## config.mk

```make
export PLATFORM = sky130hd
export DESIGN_NAME = frt_capture_timer
export DESIGN_NICKNAME = d
export VERILOG_FILES = /design/src/rtl/frt_pkg.sv /design/src/rtl/frt_prescaler.sv /design/src/rtl/frt_counter.sv /design/src/rtl/frt_edge_capture.sv /design/src/rtl/frt_capture_timer.sv
export SDC_FILE = /design/constraint.sdc
export NUM_CORES = 1
export LEC_CHECK = 0
export ABC_AREA = 0
export BUFFER_PORTS_ARGS = -buffer_cell sky130_fd_sc_hd__buf_4
export CAP_MARGIN = 20
export CORE_UTILIZATION = 52
export DETAILED_ROUTE_END_ITERATION = 10
export PLACE_DENSITY = 0.81
export SYNTH_ARGS = -nofsm -noshare
export SYNTH_HDL_FRONTEND = slang
export SYNTH_HIERARCHICAL = 1
export SYNTH_SLANG_ARGS = --single-unit
```

## constraint.sdc

```tcl
create_clock -name clk -period 3.56 [get_ports clk]
set_input_delay 0.178 -clock clk [delete_from_list [all_inputs] [get_ports clk]]
set_output_delay 0.178 -clock clk [all_outputs]
set_load 0.005 [all_outputs]
```

## src/rtl/frt_pkg.sv

```systemverilog
package frt_pkg;

  typedef enum logic [1:0] {
    SRC_EXT   = 2'b00,
    SRC_SYS   = 2'b01,
    SRC_DIV4  = 2'b10,
    SRC_DIV32 = 2'b11
  } cnt_src_e;

  typedef enum logic [1:0] {
    CAP_NONE = 2'b00,
    CAP_RISE = 2'b01,
    CAP_FALL = 2'b10,
    CAP_BOTH = 2'b11
  } cap_edge_e;

  // Packed MSB first; bit positions are software visible.
  typedef struct packed {
    logic      out_data;
    logic      ovf_flag;
    cap_edge_e cap_edge;
    logic      inv_en;
    cnt_src_e  cnt_src;
    logic      out_en;
  } mode_t;

endpackage

```

## src/rtl/frt_prescaler.sv

```systemverilog
module frt_prescaler #(
  parameter int DIV_W = 5,
  parameter int MID_W = 2
) (
  input  logic clk,
  input  logic rst,
  output logic tick_mid,
  output logic tick_slow
);
  logic [DIV_W-1:0] div_q;

  always_ff @(posedge clk) begin
    if (rst) div_q <= '0;
    else     div_q <= div_q + 1'b1;
  end

  // Each tap fires once per wrap of its low-order slice.
  assign tick_mid  = &div_q[MID_W-1:0];
  assign tick_slow = &div_q;
endmodule

```

## src/rtl/frt_counter.sv

```systemverilog
module frt_counter #(
  parameter int CNT_W = 16
) (
  input  logic             clk,
  input  logic             rst,
  input  logic             ce,
  output logic [CNT_W-1:0] cnt,
  output logic             wrap,
  output logic             ovf_pulse
);
  logic [CNT_W-1:0] cnt_q;

  assign wrap = ce && (&cnt_q);
  assign cnt  = cnt_q;

  always_ff @(posedge clk) begin
    if (rst) begin
      cnt_q     <= '0;
      ovf_pulse <= 1'b0;
    end else begin
      if (ce) cnt_q <= cnt_q + 1'b1;
      ovf_pulse <= wrap;
    end
  end
endmodule

```

## src/rtl/frt_edge_capture.sv

```systemverilog
module frt_edge_capture
  import frt_pkg::*;
#(
  parameter int CNT_W       = 16,
  parameter int SYNC_STAGES = 2
) (
  input  logic             clk,
  input  logic             rst,
  input  logic             pin,
  input  cap_edge_e        edge_sel,
  input  logic             block,
  input  logic [CNT_W-1:0] cnt,
  output logic [CNT_W-1:0] cap_value
);
  localparam int CHAIN = SYNC_STAGES + 1;

  logic [CHAIN-1:0] chain_q;
  logic             synced, prev, rise, fall, hit;

  genvar g;
  generate
    for (g = 0; g < CHAIN; g++) begin : g_stage
      if (g == 0) begin : g_first
        always_ff @(posedge clk) begin
          if (rst) chain_q[0] <= 1'b0;
          else     chain_q[0] <= pin;
        end
      end else begin : g_next
        always_ff @(posedge clk) begin
          if (rst) chain_q[g] <= 1'b0;
          else     chain_q[g] <= chain_q[g-1];
        end
      end
    end
  endgenerate

  assign synced = chain_q[SYNC_STAGES-1];
  assign prev   = chain_q[SYNC_STAGES];
  assign rise   = synced & ~prev;
  assign fall   = ~synced & prev;

  always_comb begin
    unique case (edge_sel)
      CAP_NONE: hit = 1'b0;
      CAP_RISE: hit = rise;
      CAP_FALL: hit = fall;
      default:  hit = rise | fall;
    endcase
  end

  always_ff @(posedge clk) begin
    if (rst)              cap_value <= '0;
    else if (hit && !block) cap_value <= cnt;
  end
endmodule

```

## src/rtl/frt_capture_timer.sv

```systemverilog
module frt_capture_timer
  import frt_pkg::*;
#(
  parameter int CNT_W       = 16,
  parameter int DIV_W       = 5,
  parameter int MID_W       = 2,
  parameter int SYNC_STAGES = 2
) (
  input  logic             clk,
  input  logic             rst,
  input  logic             reg_we,
  input  logic [7:0]       reg_wdata,
  output logic [7:0]       reg_rdata,
  input  logic             ext_tick,
  input  logic             cap_pin,
  output logic [CNT_W-1:0] count_value,
  output logic [CNT_W-1:0] cap_value,
  output logic             tmr_out,
  output logic             tmr_out_en,
  output logic             ovf_irq
);
  mode_t            mode_q;
  mode_t            wr_view;
  logic             tick_mid, tick_slow;
  logic             ce, wrap;
  logic [CNT_W-1:0] cnt;

  assign wr_view = mode_t'(reg_wdata);

  frt_prescaler #(.DIV_W(DIV_W), .MID_W(MID_W)) u_pre (
    .clk       (clk),
    .rst       (rst),
    .tick_mid  (tick_mid),
    .tick_slow (tick_slow)
  );

  always_comb begin
    unique case (mode_q.cnt_src)
      SRC_EXT:  ce = ext_tick;
      SRC_SYS:  ce = 1'b1;
      SRC_DIV4: ce = tick_mid;
      default:  ce = tick_slow;
    endcase
  end

  frt_counter #(.CNT_W(CNT_W)) u_cnt (
    .clk       (clk),
    .rst       (rst),
    .ce        (ce),
    .cnt       (cnt),
    .wrap      (wrap),
    .ovf_pulse (ovf_irq)
  );

  frt_edge_capture #(.CNT_W(CNT_W), .SYNC_STAGES(SYNC_STAGES)) u_cap (
    .clk       (clk),
    .rst       (rst),
    .pin       (cap_pin),
    .edge_sel  (mode_q.cap_edge),
    .block     (mode_q.cnt_src == SRC_SYS),
    .cnt       (cnt),
    .cap_value (cap_value)
  );

  always_ff @(posedge clk) begin
    if (rst) begin
      mode_q <= '0;
    end else begin
      if (reg_we) begin
        mode_q.cap_edge <= wr_view.cap_edge;
        mode_q.inv_en   <= wr_view.inv_en;
        mode_q.cnt_src  <= wr_view.cnt_src;
        mode_q.out_en   <= wr_view.out_en;
      end
      // Hardware set outranks a same-cycle software clear.
      if (wrap)                                mode_q.ovf_flag <= 1'b1;
      else if (reg_we && !wr_view.ovf_flag)    mode_q.ovf_flag <= 1'b0;
      if (wrap && mode_q.inv_en)               mode_q.out_data <= ~mode_q.out_data;
    end
  end

  assign reg_rdata   = mode_q;
  assign count_value = cnt;
  assign tmr_out_en  = mode_q.out_en;
  assign tmr_out     = mode_q.out_en & mode_q.out_data;
endmodule

```

* Yosys cells after proc, flatten, opt, wreduce, memory -nomap -nowiden
Index checks and enable logic that the tools add are counted.
** Operators by class
- Add/sub/neg operators :: 2
- Reductions and logical operators :: 12
- Muxes and demuxes :: 4
- Equality and inequality tests :: 4
- Bitwise gates (word level) :: 7
** Operators by type and width (count)
- $add 16x1->16 const B :: 1
- $reduce_and 16->1 :: 1
- $pmux 1 s3 :: 2
- $add 5x1->5 const B :: 1
- $reduce_and 5->1 :: 1
- $eq 2x1->1 const B :: 2
- $eq 2x2->1 const B :: 2
- $logic_and 1x1->1 :: 4
- $logic_not 2->1 :: 2
- $and 1x1->1 :: 3
- $not 1->1 :: 3
- $logic_not 1->1 :: 2
- $mux 1 :: 2
- $reduce_and 2->1 :: 1
- $reduce_bool 2->1 :: 1
- $or 1x1->1 :: 1
** Storage, ports and cells
- Output and inout bits :: 43
- Register bits :: 49
- Logic and storage cells :: 42

* Logic depth before layout (Yosys ltp)
- Word-level depth :: 5
- Gate-level depth with buffers :: 13

* Modules after synthesis
The synthesis kept the hierarchy.
** Modules (own cells, without submodules)
- frt_edge_capture :: cells an instance 82, instances 1, area an instance 867.1 µm², sequential area each 380.4 µm²
- frt_counter :: cells an instance 86, instances 1, area an instance 754.5 µm², sequential area each 340.3 µm²
- frt_capture_timer :: cells an instance 34, instances 1, area an instance 335.3 µm², sequential area each 160.2 µm²
- frt_prescaler :: cells an instance 17, instances 1, area an instance 196.4 µm², sequential area each 100.1 µm²

* Worst setup path before layout
Ideal clock, no wire load.
- Path kind :: reg2reg
- From :: register u_pre.div_q[0]
- To :: register mode_q (netlist bit reg_rdata[7])
- Required time :: 3436 ps
- Buffers on the path :: 1
- Slack :: 834 ps
- Stages on the path, launching flop included :: 14
- Data arrival time :: 2602 ps
- Cell sequence :: dfxtp_1 -> ha_1 -> and3_2 -> ha_1 -> mux2i_1 -> a21oi_1 -> and4_2 -> clkbuf_1 -> nand2_1 -> nor4_1 -> and2_1 -> nand2_1 -> xor2_1 -> nor2_1
** Between the ends
- Word-level cells in the longest chain between the ends :: 4
- Elaborated cells between the ends (all ways) :: 5
** Ends and longest elaborated chain
- start, declared :: RTL line frt_prescaler.sv:10 : logic [DIV_W-1:0] div_q;
- start signal, assigned :: RTL line frt_prescaler.sv:14 : else div_q <= div_q + 1'b1;
- $reduce_and 2->1 :: RTL line frt_prescaler.sv:18 : assign tick_mid = &div_q[MID_W-1:0];
- net tick_mid :: RTL line frt_capture_timer.sv:24 : logic tick_mid, tick_slow;
- $pmux 1 s3 :: RTL line frt_capture_timer.sv:38 : unique case (mode_q.cnt_src)
- net ce :: RTL line frt_capture_timer.sv:25 : logic ce, wrap;
- $logic_and 1x1->1 :: RTL line frt_counter.sv:13 : assign wrap = ce && (&cnt_q);
- net wrap :: RTL line frt_capture_timer.sv:25
- $logic_and 1x1->1 :: RTL line frt_capture_timer.sv:78 : if (wrap && mode_q.inv_en) mode_q.out_data <= ~mode_q.out_data;
- end, declared :: RTL line frt_capture_timer.sv:22 : mode_t mode_q;
The timed path passes the listed nets, and every way through them passes these cells.
A chain may end at the register's enable or synchronous reset.

* Worst setup path in the final report
Ends and elaborated chain as after synthesis.

==> flow_summary.json <==
{
  "status": "complete, no violations",
  "crit_fanout": 6,
  "fp-row-count": 23,
  "ys_seq_area_share_pct": 45.6,
  "htree_levels": 2,
  "fill_cells": 323,
  "r2r_start": "u_pre/div_q[0]",
  "wl_per_cell_um": 12.6,
  "utilization_pct": 66.3,
  "drt_first_pass_iters": 4,
  "max_stage_delay_ns": 0.50,
  "synth_top_area_share_pct": 45.6,
  "syn_to_final_growth_pct": 23.1,
  "boundaryPins": 56,
  "fin_skew_ns": 0.00264,
  "hold_ws_ns": 0.0879,
  "maxSlewViolCount": 0,
  "place_ws_ns": 0.506,
  "clk_path_buf_depth": 2,
  "io_buffers": 54,
  "ant_nets": 0,
  "mostFrequentLayoutCell": "buf_4",
  "core_area_um2": 4000,
  "start_util_pct": 53.8,
  "die_area_um2": 4400,
  "slew_headroom_pct": 60.5,
  "min_period_ns": 3.07,
  "finalInstanceArea_um2": 2650,
  "most-common-layout-cells": "55 x buf_4, 49 x dfxtp_1, 33 x nand2b_1",
  "setup_tns_ns": 0,
  "cp.depth": 12,
  "dpl_cell_area_um2": 2570,
  "leakagePower_uw": 0.00109,
  "hold_path_class": "input pin to flop",
  "drive_gt1_share_pct": 26.8,
  "drt_wl_total_um": 4050,
  "final-seq-area_um2": 981,
  "diodes": 0,
  "syn_nets": 237,
  "grt_usage_pct": 20.2,
  "grt_pass1_wl_um": 6530,
  "grt_pass1_vias": 1440,
  "crit_buf_inv": 0,
  "clk-insertion-delay-late_ns": 0.30,
  "synth_area_um2": 2150,
  "root_buffer": "clkbuf_8",
  "multi_input_area_um2": 1090,
  "startpoint_type": "flop",
  "hold_viol_final": 0,
  "cp-end-kind": "flop",
  "worst-setup-path-type": "flop to flop",
  "ys_ff_latch": 49,
  "cp.required_ns": 3.73,
  "reg2reg_depth": 12,
  "synth.area.top_cells": "dfxtp_1 46%, mux2i_1 11%, nand2b_1 9.6%, nor2_1 4.2%, ha_1 2.9%",
  "ctsHoldBuffers": 0,
  "clk_pin_slew_ns": 0.08,
  "worstPathArrival_ns": 3.24,
  "peakVddDrop_v": 0.000237,
  "post_cts_resized": 0,
  "fin_crit_sh_pct": 86.1,
  "synth_cells": 219,
  "rsz0062_at_grt": "no",
  "setup_viol": 0,
  "synthDistinctLibCells": 38,
  "worstHoldStart": "cap_pin",
  "max_freq_mhz": 326,
  "layout_setup_ws_ns": 0.494,
  "numCtsBuffers": 5,
  "die_w_um": 66.4,
  "cts_tree": "built",
  "fp.dieH_um": 66.4,
  "num_vias": 1608,
  "syn_area_per_cell_um2": 9.83,
  "grt_max_degree": 68,
  "power.density_nw_per_um2": 368,
  "fin_nets": 289,
  "hold_depth": 2,
  "critPathSlowestCell": "a21oi_1",
  "dpl.hpwl_um": 2810,
  "worstMarginPinSlew_ns": 0.593,
  "clock_sinks": 49,
  "antenna_found_initial": 0,
  "yosysWarnings": 6,
  "via_per_inst": 4.99,
  "wl_met3_um": 270,
  "overflow": 0,
  "drt_iter0_drc": 68,
  "yosysTopAreaCell": "dfxtp_1",
  "wl_met1_um": 1840,
  "drv_cap": 0,
  "critPathTopFamily": "simple AND/OR/NAND/NOR gates",
  "dr_wl_met2_um": 1900,
  "crit_chain": "ha_1, and3_2, ha_1, mux2i_1, a21oi_1, and4_2, nand2_1, nor4_1, and2_1, nand2_1, xor2_1, nor2_1",
  "cts_setup_buffers": 0,
  "worstSetupStartpoint": "u_pre/div_q[0]",
  "routed.top_layer": "met4",
  "drc": 0,
  "routabilityCongestion": 0.771
}
Yosys cell counts, drive strengths merged:
cell type / n
nand3: 7
o31a: 1
nand2b: 35
mux2i: 24
mux2: 2
dfxtp: 49
nand2: 6
inv: 6
nor2b: 7
and2: 4
o21ai: 2
and3: 2
and3b: 1
ha: 5
a21o: 1
buf: 3
or4: 1
nor4: 4
nor2: 24
nand4: 3
xor2: 5
clkbuf: 7
or3: 2
a311oi: 1
a21oi: 6
xnor2: 7
and4: 1
nor3: 3
path summary, 6_finish.rpt:
path / slack, ns / to
worst max-delay path: 0.49 / reg_rdata[7]
worst min-delay path: 0.09 / u_cap/chain_q[0]
worst max register to register: 0.49 / reg_rdata[7]
worst min register to register: 0.44 / u_cap/synced
registers in the layout, indices dropped and copies added, names as in the netlist:
name and flops:
u_cap/prev 1, u_cap/chain_q 1, u_cnt/ovf_pulse 1, tmr_out_en 1, u_cap/cap_value 16, u_cnt/cnt 16, reg_rdata 7, u_cap/synced 1
u_pre/div_q 5
worst register-to-register path, delay by kind of cell, from the launching register on:
family          cells  cell delay (ns)
simple gates        7             1.52
compound gates      1             0.50
xor+xnor            1             0.15
flops               1             0.38
fa+ha+maj           2             0.34
mux                 1             0.06
cells by family (layout without fill, tap and decap cells):
kind of cell    count (synthesis)  in the layout  share of synthesized area, %
simple gates                  100            100                          26.4
flops                          49             49                          45.6
mux                            26             26                          12.4
buf+inv                        16             69                          3.84
xor+xnor                       12             12                          4.88
compound gates                 11             11                          4.01
fa+ha+maj                       5              5                          2.91
stage by stage:
| step | cells | total power [uW] |
|---|---|---|
| after floorplan | 219 | 644 |
| after CTS | 322 | 988 |
| after global placement | 314 | 674 |
| after global routing | 322 | 1020 |
| after detailed placement | 314 | 677 |
| final | 322 | 975 |
metal layers:
metal | track usage, % | vias up
met1 | 24.6 | 723
met3 | 6.55 | 5
met4 | 8.78 | 0
li1 | - | 830
met2 | 32.4 | 50
met5 | 0 | -
power by group:
| part | internal (uW) | total [uW] | switching, uW |
|---|---|---|---|
| clock network | 136 | 312 | 176 |
| logic | 47.9 | 87.0 | 39.0 |
| registers | 561 | 576 | 14.8 |
| total | 745 | 975 | 230 |
area by class of cell:
type | instances | area share, %
multi-input cells | 154 | 41.1
clock inverters | 2 | 0.378
inverters | 6 | 0.849
well taps | 50 | 2.36
repair buffers | 55 | 15.6
clock buffers | 6 | 2.74
flip-flops and latches | 49 | 37.0
(Power assumes the default switching activity.)
